===== src/rtl/cru_pkg.sv =====
package cru_pkg;
    typedef enum logic [1:0] {
        ST_IDLE  = 2'd0,
        ST_PUSH  = 2'd1,
        ST_POP   = 2'd2,
        ST_FAULT = 2'd3
    } stk_state_t;

    localparam int          FLAG_ZERO_BIT = 1;
    localparam int          FLAG_BANK_BIT = 4;
    localparam logic [7:0]  FLAG_RESET    = 8'h02;
    localparam logic [7:0]  FLAG_RD_ADDR  = 8'hF7;
endpackage


===== src/rtl/cru_stack_ctl.sv =====
module cru_stack_ctl
    import cru_pkg::*;
#(
    parameter int AW = 8,
    parameter int DW = 8
) (
    input  logic          clk,
    input  logic          rst_n,
    input  logic          push_req,
    input  logic          pop_req,
    input  logic [DW-1:0] push_data,
    input  logic          sp_we,
    input  logic [AW-1:0] sp_wdata,
    output logic [AW-1:0] sp_q,
    output logic [AW-1:0] stk_addr,
    output logic [DW-1:0] stk_wdata,
    output logic          stk_we,
    output logic          stk_re,
    output logic          stk_err
);
    stk_state_t state_q, state_d;

    // next-state selection from this cycle's requests
    always_comb begin
        state_d = ST_IDLE;
        if (!sp_we) begin
            unique case ({push_req, pop_req})
                2'b10:   state_d = ST_PUSH;
                2'b01:   state_d = ST_POP;
                2'b11:   state_d = ST_FAULT;
                default: state_d = ST_IDLE;
            endcase
        end
    end

    always_ff @(posedge clk or negedge rst_n) begin
        if (!rst_n) state_q <= ST_IDLE;
        else        state_q <= state_d;
    end

    // pointer and address datapath
    always_ff @(posedge clk or negedge rst_n) begin
        if (!rst_n) begin
            sp_q      <= '0;
            stk_addr  <= '0;
            stk_wdata <= '0;
        end else if (sp_we) begin
            sp_q <= sp_wdata;
        end else begin
            unique case (state_d)
                ST_PUSH: begin
                    stk_addr  <= sp_q;
                    stk_wdata <= push_data;
                    sp_q      <= sp_q + AW'(1);
                end
                ST_POP: begin
                    stk_addr <= sp_q - AW'(1);
                    sp_q     <= sp_q - AW'(1);
                end
                default: ;
            endcase
        end
    end

    // output decode from the state register
    always_comb begin
        stk_we  = 1'b0;
        stk_re  = 1'b0;
        stk_err = 1'b0;
        unique case (state_q)
            ST_PUSH:  stk_we  = 1'b1;
            ST_POP:   stk_re  = 1'b1;
            ST_FAULT: stk_err = 1'b1;
            default:  ;
        endcase
    end

    p_push_inc_r4: assert property (@(posedge clk) disable iff (!rst_n)
        (push_req && !pop_req && !sp_we) |=> (stk_we && sp_q == AW'($past(sp_q) + AW'(1)) && stk_addr == $past(sp_q)));
    p_pop_dec_r5: assert property (@(posedge clk) disable iff (!rst_n)
        (pop_req && !push_req && !sp_we) |=> (stk_re && sp_q == AW'($past(sp_q) - AW'(1)) && stk_addr == sp_q));
    p_conflict_hold_r6: assert property (@(posedge clk) disable iff (!rst_n)
        (push_req && pop_req && !sp_we) |=> (stk_err && $stable(sp_q)));
    p_strobe_excl_r6: assert property (@(posedge clk) disable iff (!rst_n)
        $onehot0({stk_we, stk_re, stk_err}));
    p_spwe_wins_r7: assert property (@(posedge clk) disable iff (!rst_n)
        sp_we |=> (!stk_we && !stk_re && !stk_err && sp_q == $past(sp_wdata)));
endmodule


===== src/rtl/cru_arch_regs.sv =====
module cru_arch_regs
    import cru_pkg::*;
#(
    parameter int DW  = 8,
    parameter int PCW = 16
) (
    input  logic           clk,
    input  logic           rst_n,
    input  logic           acc_we,
    input  logic [DW-1:0]  acc_wdata,
    input  logic           idx_we,
    input  logic [DW-1:0]  idx_wdata,
    input  logic           pc_we,
    input  logic [PCW-1:0] pc_wdata,
    input  logic           pc_inc,
    input  logic           flag_we,
    input  logic [DW-1:0]  flag_wdata,
    input  logic [7:0]     rd_addr,
    output logic [DW-1:0]  acc_q,
    output logic [DW-1:0]  idx_q,
    output logic [PCW-1:0] pc_q,
    output logic [DW-1:0]  flags_q,
    output logic           rd_hit,
    output logic [DW-1:0]  rd_data
);
    always_ff @(posedge clk or negedge rst_n) begin
        if (!rst_n) begin
            acc_q   <= '0;
            idx_q   <= '0;
            pc_q    <= '0;
            flags_q <= DW'(FLAG_RESET);
        end else begin
            if (acc_we)  acc_q   <= acc_wdata;
            if (idx_we)  idx_q   <= idx_wdata;
            if (flag_we) flags_q <= flag_wdata;
            if (pc_we)       pc_q <= pc_wdata;
            else if (pc_inc) pc_q <= pc_q + PCW'(1);
        end
    end

    // flags visible at a fixed address, independent of the bank bit
    always_comb begin
        rd_hit  = (rd_addr == FLAG_RD_ADDR);
        rd_data = rd_hit ? flags_q : '0;
    end

    p_flag_reset_r2: assert property (@(posedge clk) disable iff (!rst_n)
        $rose(rst_n) |-> (flags_q == DW'(FLAG_RESET)));
    p_pc_inc_r3: assert property (@(posedge clk) disable iff (!rst_n)
        (pc_inc && !pc_we) |=> (pc_q == PCW'($past(pc_q) + PCW'(1))));
    p_pc_load_r3: assert property (@(posedge clk) disable iff (!rst_n)
        pc_we |=> (pc_q == $past(pc_wdata)));
    p_flag_load_r10: assert property (@(posedge clk) disable iff (!rst_n)
        flag_we |=> (flags_q == $past(flag_wdata)));
endmodule


===== src/rtl/cpu_reg_stack_unit.sv =====
module cpu_reg_stack_unit
    import cru_pkg::*;
#(
    parameter int DW  = 8,
    parameter int PCW = 16,
    parameter int AW  = 8
) (
    input  logic           clk,
    input  logic           rst_n,
    input  logic           acc_we,
    input  logic [DW-1:0]  acc_wdata,
    input  logic           idx_we,
    input  logic [DW-1:0]  idx_wdata,
    input  logic           pc_we,
    input  logic [PCW-1:0] pc_wdata,
    input  logic           pc_inc,
    input  logic           sp_we,
    input  logic [AW-1:0]  sp_wdata,
    input  logic           flag_we,
    input  logic [DW-1:0]  flag_wdata,
    input  logic           push_req,
    input  logic [DW-1:0]  push_data,
    input  logic           pop_req,
    input  logic [7:0]     rd_addr,
    output logic [DW-1:0]  acc_q,
    output logic [DW-1:0]  idx_q,
    output logic [PCW-1:0] pc_q,
    output logic [AW-1:0]  sp_q,
    output logic [DW-1:0]  flags_q,
    output logic           bank_sel,
    output logic           rd_hit,
    output logic [DW-1:0]  rd_data,
    output logic [AW-1:0]  stk_addr,
    output logic [DW-1:0]  stk_wdata,
    output logic           stk_we,
    output logic           stk_re,
    output logic           stk_err
);
    cru_arch_regs #(.DW(DW), .PCW(PCW)) u_regs (
        .clk(clk), .rst_n(rst_n),
        .acc_we(acc_we), .acc_wdata(acc_wdata),
        .idx_we(idx_we), .idx_wdata(idx_wdata),
        .pc_we(pc_we), .pc_wdata(pc_wdata), .pc_inc(pc_inc),
        .flag_we(flag_we), .flag_wdata(flag_wdata),
        .rd_addr(rd_addr),
        .acc_q(acc_q), .idx_q(idx_q), .pc_q(pc_q), .flags_q(flags_q),
        .rd_hit(rd_hit), .rd_data(rd_data)
    );

    cru_stack_ctl #(.AW(AW), .DW(DW)) u_stack (
        .clk(clk), .rst_n(rst_n),
        .push_req(push_req), .pop_req(pop_req), .push_data(push_data),
        .sp_we(sp_we), .sp_wdata(sp_wdata),
        .sp_q(sp_q), .stk_addr(stk_addr), .stk_wdata(stk_wdata),
        .stk_we(stk_we), .stk_re(stk_re), .stk_err(stk_err)
    );

    assign bank_sel = flags_q[FLAG_BANK_BIT];

    p_bank_follow_r8: assert property (@(posedge clk) disable iff (!rst_n)
        flag_we |=> (bank_sel == $past(flag_wdata[FLAG_BANK_BIT])));
endmodule


===== config.mk =====
export PLATFORM = sky130hd
export DESIGN_NAME = cpu_reg_stack_unit
export DESIGN_NICKNAME = d
export VERILOG_FILES = /design/src/rtl/cru_pkg.sv /design/src/rtl/cru_stack_ctl.sv /design/src/rtl/cru_arch_regs.sv /design/src/rtl/cpu_reg_stack_unit.sv
export SDC_FILE = /design/constraint.sdc
export NUM_CORES = 1
export LEC_CHECK = 0
export BUFFER_PORTS_ARGS = -buffer_cell sky130_fd_sc_hd__buf_2
export CORE_MARGIN = 2
export CORE_UTILIZATION = 42
export CTS_CLUSTER_SIZE = 8
export DETAILED_ROUTE_END_ITERATION = 10
export PLACE_DENSITY = 0.76
export SETUP_SLACK_MARGIN = 0.2
export SLEW_MARGIN = 20
export SYNTH_ARGS = -nofsm -noshare
export SYNTH_HDL_FRONTEND = slang
export SYNTH_SLANG_ARGS = --single-unit

===== constraint.sdc =====
create_clock -name clk -period 1.7 [get_ports clk]
set_input_delay 0 -clock clk [delete_from_list [all_inputs] [get_ports clk]]
set_output_delay 0 -clock clk [all_outputs]
set_load 0.05 [all_outputs]

; After elaboration in Yosys (flattened, before gate mapping)
; Index checks and enable logic that the tools add are counted.
; W data, S select, Z words.
[word_totals]
register_bits = 66
in_bits = 74
output_inout_bits = 77
elab_cells = 37
[classes]
addsub = 3
n_eq_ne = 9
muxes = 11
n_bitwise = 1
reduce_logical = 5
[op_table]
columns = operator, n
row1 = $mux W16, 2
row2 = $pmux W8 S2, 2
row3 = $add A16 B1 Y16 const B, 1
row4 = $mux W8, 2
row5 = $eq A2 B2 Y1 const B, 5
row6 = $add A8 B1 Y8 const B, 1
row7 = $eq A8 B8 Y1 const B, 1
row8 = $sub A8 B1 Y8 const B, 1
row9 = $eq A2 B1 Y1 const B, 3
row10 = $pmux W2 S3, 1
row11 = $reduce_and A2 Y1, 2
row12 = $reduce_bool A2 Y1, 2
row13 = $mux W1, 3
row14 = $reduce_bool A3 Y1, 1
row15 = $mux W2, 1
row16 = $not A1 Y1, 1

; Depth between registers and ports, before layout
[logic_depth]
depth_word = 6
ltp_mapped = 9
mapped_depth_nobuf = 7

; Hierarchy
; A second synthesis with hierarchy kept.
[hier_totals]
cells_unflattened = 293
area_unflattened_um2 = 3264.4
[modules_own_cells]
columns = mod, instances, cells_each, area_each_um2, seq_area_each_um2
row1 = cru_arch_regs, 1, 160, 1881.8, 1002.2
row2 = cru_stack_ctl, 1, 132, 1375.1, 650.6
row3 = cpu_reg_stack_unit, 1, 1, 7.5, 0.0

; Worst setup path after synthesis
; OpenSTA, ideal clock, no wires.
[synth_timing]
path_type = register to register
from = reg u_regs.pc_q[7]
to = reg u_regs.pc_q[15]
setup_time_ns = 0.082
t_arrival_ns = 1.911
t_required_ns = 1.618
path_slack_ns = -0.293
stages_incl_launch_ff = 5
n_path_buf = 0
synth_period_minus_slack_ns = 1.993
cell_sequence = dfrtp_1 -> nand3_2 -> or4_4 -> or3_1 -> a31oi_1
[synth_between]
elab_chain_len = 3
[synth_lines]
columns = item, line
row1 = from (decl), cru_arch_regs.sv:21  ; output logic [PCW-1:0] pc_q,
row2 = from (signal assigned), cru_arch_regs.sv:36  ; if (pc_we) pc_q <= pc_wdata;
row3 = from (signal assigned), cru_arch_regs.sv:37  ; else if (pc_inc) pc_q <= pc_q + PCW'(1);
row4 = $add A16 B1 Y16, cru_arch_regs.sv:37
row5 = $mux W16, cru_arch_regs.sv:37
row6 = $mux W16, cru_arch_regs.sv:36
; No other way between the ends. The select of a mux whose other input is x is not followed.
; A chain may end at the register's enable or synchronous reset.

; Final worst setup path
[layout_timing]
from = reg u_stack.sp_q[1]
to = reg u_stack.sp_q[7]
[layout_between]
elab_chain_len = 3
word_cells_on_any_way = 4
classes_between = add/sub: 2 / mux: 2
[layout_lines]
columns = item, line
row1 = from (decl), cru_stack_ctl.sv:14  ; output logic [AW-1:0] sp_q,
row2 = from (signal assigned), cru_stack_ctl.sv:48  ; sp_q <= sp_wdata;
row3 = from (signal assigned), cru_stack_ctl.sv:54  ; sp_q <= sp_q + AW'(1);
row4 = from (signal assigned), cru_stack_ctl.sv:58  ; sp_q <= sp_q - AW'(1);
row5 = $sub A8 B1 Y8 / $add A8 B1 Y8 (equally long branches), "cru_stack_ctl.sv:58, cru_stack_ctl.sv:54"
row6 = $pmux W8 S2 (*), cru_stack_ctl.sv:50  ; unique case (state_d)
row7 = $mux W8 (*), cru_stack_ctl.sv:47  ; end else if (sp_we) begin
; Every way passes the cells marked *; elsewhere a longest branch is shown, timed or not.

==> qor.yml <==
run_status: "finished with violations"
failed_checks: "negative setup slack"
synth_area_sq_um: 3190
drc: 0
htree_levels: 3
crit_required_ns: 1.91
synthesis.yosys.warnings: 0
power.share.clock_pct: 24.1
synth_area_leaders: "sky130_fd_sc_hd__dfrtp_1 (51%), sky130_fd_sc_hd__mux2_2 (12%), sky130_fd_sc_hd__o21ai_0 (5.2%)"
synth.yosys.seq_area_share_pct: 51.8
synth_largest_type_area_fraction_pct: 51.0
p_sw_share_pct: 39.0
placement_rows: 31
tightestPinTransition_ns: 0.472
die_footprint_sq_um: 8310
p_sw_mw: 1.95
seq_power_share_pct: 39.2
final_hold_viol_count: 0
dpl.cell_count: 537
synth_area_leader_cell: "sky130_fd_sc_hd__dfrtp_1"
leakagePower_nw: 2.47
post_route_cells_drive_above_1_share_pct: 52.1
critical_path_arrival_ns: 1.98
cts_tree: "yes"
netlist_instances: 291
antenna_found_initial: 0
worstHoldPathType: "in2reg"
end_kind: "flop"
hold_crit_start: "acc_we"
final_antenna_net_count: 0
clkLatencyLatePin_ns: 0.32
fp.coreArea_sq_um: 7290
vdd.ir_drop.worst_mv: 0.632
ys_async_sr_fraction_pct: 100
ys_dominant_reg_cell: "sky130_fd_sc_hd__dfrtp_1"
r2r_cells: 7
layout.cells.non_filler: 634
slew_viol_final: 0
postLayoutCellArea_sq_um: 5250
final.setup.worst_slack_ns: -0.0695
min_delay_worst_endpoint: "u_regs.acc_q[6]"
max_freq_mhz: 565
n_fill_cell: 527
grt_usage_pct: 23.2
routabilityCongestion: 0.849
grt_setup_unrepaired: "yes"
fp.dieH_um: 91.2
crit-reg2reg-capture: "u_stack.sp_q[7]"
relSlewSlack_pct: 68.2
postRouteWirelength_um: 9780
postLayoutCoreUtil_pct: 72.0
int_pwr_mw: 3.06
power.share.combinational_pct: 36.7
post_synth.cell_area_avg_sq_um: 11.0
clock_sink_count: 66
clockRootBuffer: "sky130_fd_sc_hd__clkbuf_8"
clk_transition_reported_paths_ns: 0.07
num_vias: 3181
worst_setup_path_startpoint: "u_stack.sp_q[1]"
drv.max_cap_violation_count: 0
num_io_pins: 151
finalClockSkew_ns: 0.00491
worstHoldPathCells: 2
io_buffer_count: 150
grt_first_pass_wirelength_um: 15600
power_per_cell_area_nw_per_um2: 955
drt_pass1_iterations: 5
post-dp-hpwl_um: 5980
synth.net_count: 370
totalPowerFinal_mw: 5.01
timing.critical_path.from_type: "flop"
number_of_unique_standard_cell_types_used_by_synthesis: 40
grt-ovfl-total: 0
grt_max_degree: 67
tritoncts_buffer_count: 9
cts_max_path_buffers: 2
floorplan.initialDensity_pct: 43.8
setup_violations: 3
rr_startpoint: "u_stack.sp_q[1]"
final_antenna_diode_count: 0
layout.cells.most_common: "sky130_fd_sc_hd__buf_2"
criticalPathCategory: "reg2reg"
viasPerCell: 5.02
number_of_synthesized_flops_with_an_enable_pin: 0
worst_reg2reg_setup_slack_ns: -0.07
routed_wire_length_per_instance_um: 15.4
mostFrequentLayoutCells: "sky130_fd_sc_hd__buf_2 (150), sky130_fd_sc_hd__dlygate4sd3_1 (59), sky130_fd_sc_hd__dfrtp_1 (46)"
post_dp_cell_area_sq_um: 4170
grt_pass1_vias: 3294
critical_path_peak_fanout: 5
final_net_count: 609
initialDrtViolationCount: 94
time_the_worst_path_needs_with_i_o_delays_and_setup_ns: 1.77
ys_ff_latch: 66
die_w_um: 91.2
period_share_pct: 104
synthToLayoutAreaGrowth_pct: 64.5
-- synth_stat cells, types with 2 or more instances --
master and n:
sky130_fd_sc_hd__and2_1 10, sky130_fd_sc_hd__nand2b_1 2, sky130_fd_sc_hd__nor2_1 7, sky130_fd_sc_hd__dfrtp_1 65, sky130_fd_sc_hd__nand3_1 3, sky130_fd_sc_hd__nand2_1 36
sky130_fd_sc_hd__inv_1 8, sky130_fd_sc_hd__a31oi_1 3, sky130_fd_sc_hd__or3_1 2, sky130_fd_sc_hd__or2_2 3, sky130_fd_sc_hd__o21ai_0 33, sky130_fd_sc_hd__nand4b_1 2
sky130_fd_sc_hd__clkbuf_1 15, sky130_fd_sc_hd__and4b_1 2, sky130_fd_sc_hd__nor4_1 7, sky130_fd_sc_hd__mux2_2 33, sky130_fd_sc_hd__ha_1 5, sky130_fd_sc_hd__nand4_1 5
sky130_fd_sc_hd__xor2_1 8, sky130_fd_sc_hd__nor2b_1 4, sky130_fd_sc_hd__nor3_1 3, sky130_fd_sc_hd__xnor2_1 17
-- cells by family after synthesis --
| family | Yosys count | share of synthesized area, % |
|---|---|---|
| flip-flops | 66 | 51.8 |
| multiplexers | 34 | 12.0 |
| buffers and inverters | 24 | 2.94 |
| AND/OR/NAND/NOR | 96 | 17.6 |
| XOR/XNOR | 25 | 6.86 |
| adder cells (fa/ha/maj) | 5 | 1.96 |
| AO/OA/AOI/OAI | 41 | 6.94 |
-- layer usage --
layer | GRT usage [%] | vias up | routed length [um]
li1 | - | 1487 | -
met1 | 26.2 | 1539 | 3830
met2 | 42.4 | 137 | 5240
met3 | 4.48 | 18 | 526
met4 | 9.72 | 0 | 187
met5 | 0 | - | 0
-- layout make-up --
cell class / instances / area (sq um) / area share [%]
timing repair buffer: 244 / 1630 / 31.1
sequential: 66 / 1680 / 31.9
inverter: 8 / 35.0 / 0.667
clock buffer: 14 / 173 / 3.29
multi-input combinational: 201 / 1600 / 30.5
clock inverter: 2 / 10.0 / 0.191
tap: 99 / 124 / 2.36
-- stage by stage --
| stage | worst slack [ns] | TNS [ns] | hold slack (ns) |
|---|---|---|---|
| 2_1_floorplan | -0.0372 | -0.0879 | -0.296 |
| 3_3_place_gp | 0.0742 | 0 | 0.0473 |
| 3_5_place_dp | -0.0239 | -0.0435 | 0.0519 |
| 4_1_cts | 0.0307 | 0 | 0.0356 |
| 5_1_grt | -0.160 | -0.336 | 0.0609 |
| 6_report | -0.0695 | -0.0929 | 0.0641 |
-- registers in the layout, summed over array words and instances, names as in the netlist --
| signal | flops |
|---|---|
| u_regs.acc_q | 8 |
| u_regs.flags_q | 8 |
| u_regs.idx_q | 8 |
| u_regs.pc_q | 16 |
| u_stack.sp_q | 8 |
| u_stack.state_q | 2 |
| u_stack.stk_addr | 8 |
| u_stack.stk_wdata | 8 |
-- critical path: stages, from the launching register on --
cell                      delay [ns]
sky130_fd_sc_hd__dfrtp_2        0.43
sky130_fd_sc_hd__buf_6          0.12
sky130_fd_sc_hd__buf_6          0.12
sky130_fd_sc_hd__and4b_1        0.18
sky130_fd_sc_hd__buf_4          0.15
sky130_fd_sc_hd__and2_1         0.15
sky130_fd_sc_hd__o21a_1         0.19
sky130_fd_sc_hd__nor4_1         0.31
-- how the worst max path moves through the flow --
stage | cells past startpoint | slack (ns) | endpoint
after CTS | 4 | 0.03 | u_stack.sp_q[5]
after detailed placement | 8 | -0.02 | u_stack.sp_q[7]
after floorplan | 4 | -0.04 | u_regs.pc_q[14]
final | 7 | -0.07 | u_stack.sp_q[7]
after global placement | 8 | 0.07 | u_stack.sp_q[7]
after global routing | 7 | -0.16 | u_stack.sp_q[7]
-- power by group through the flow --
stage               clock [mW]  combinational, mW  sequential, mW
global route              1.33               1.94            2.00
global placement             0               1.54            1.99
detailed placement           0               1.56            2.01
finish                    1.21               1.84            1.97
CTS                       1.25               1.74            1.96
floorplan                    0              0.402            2.71
-- repair_timing --
item	4_1_cts	5_1_grt
buffers inserted	14	8
pin swaps	7	12
resized for setup	3	29
endpoints found under the setup margin	10	15
hold buffers	59	0
hold endpoints to repair	124	0
Note: power is estimated with default switching activity, not from simulation.
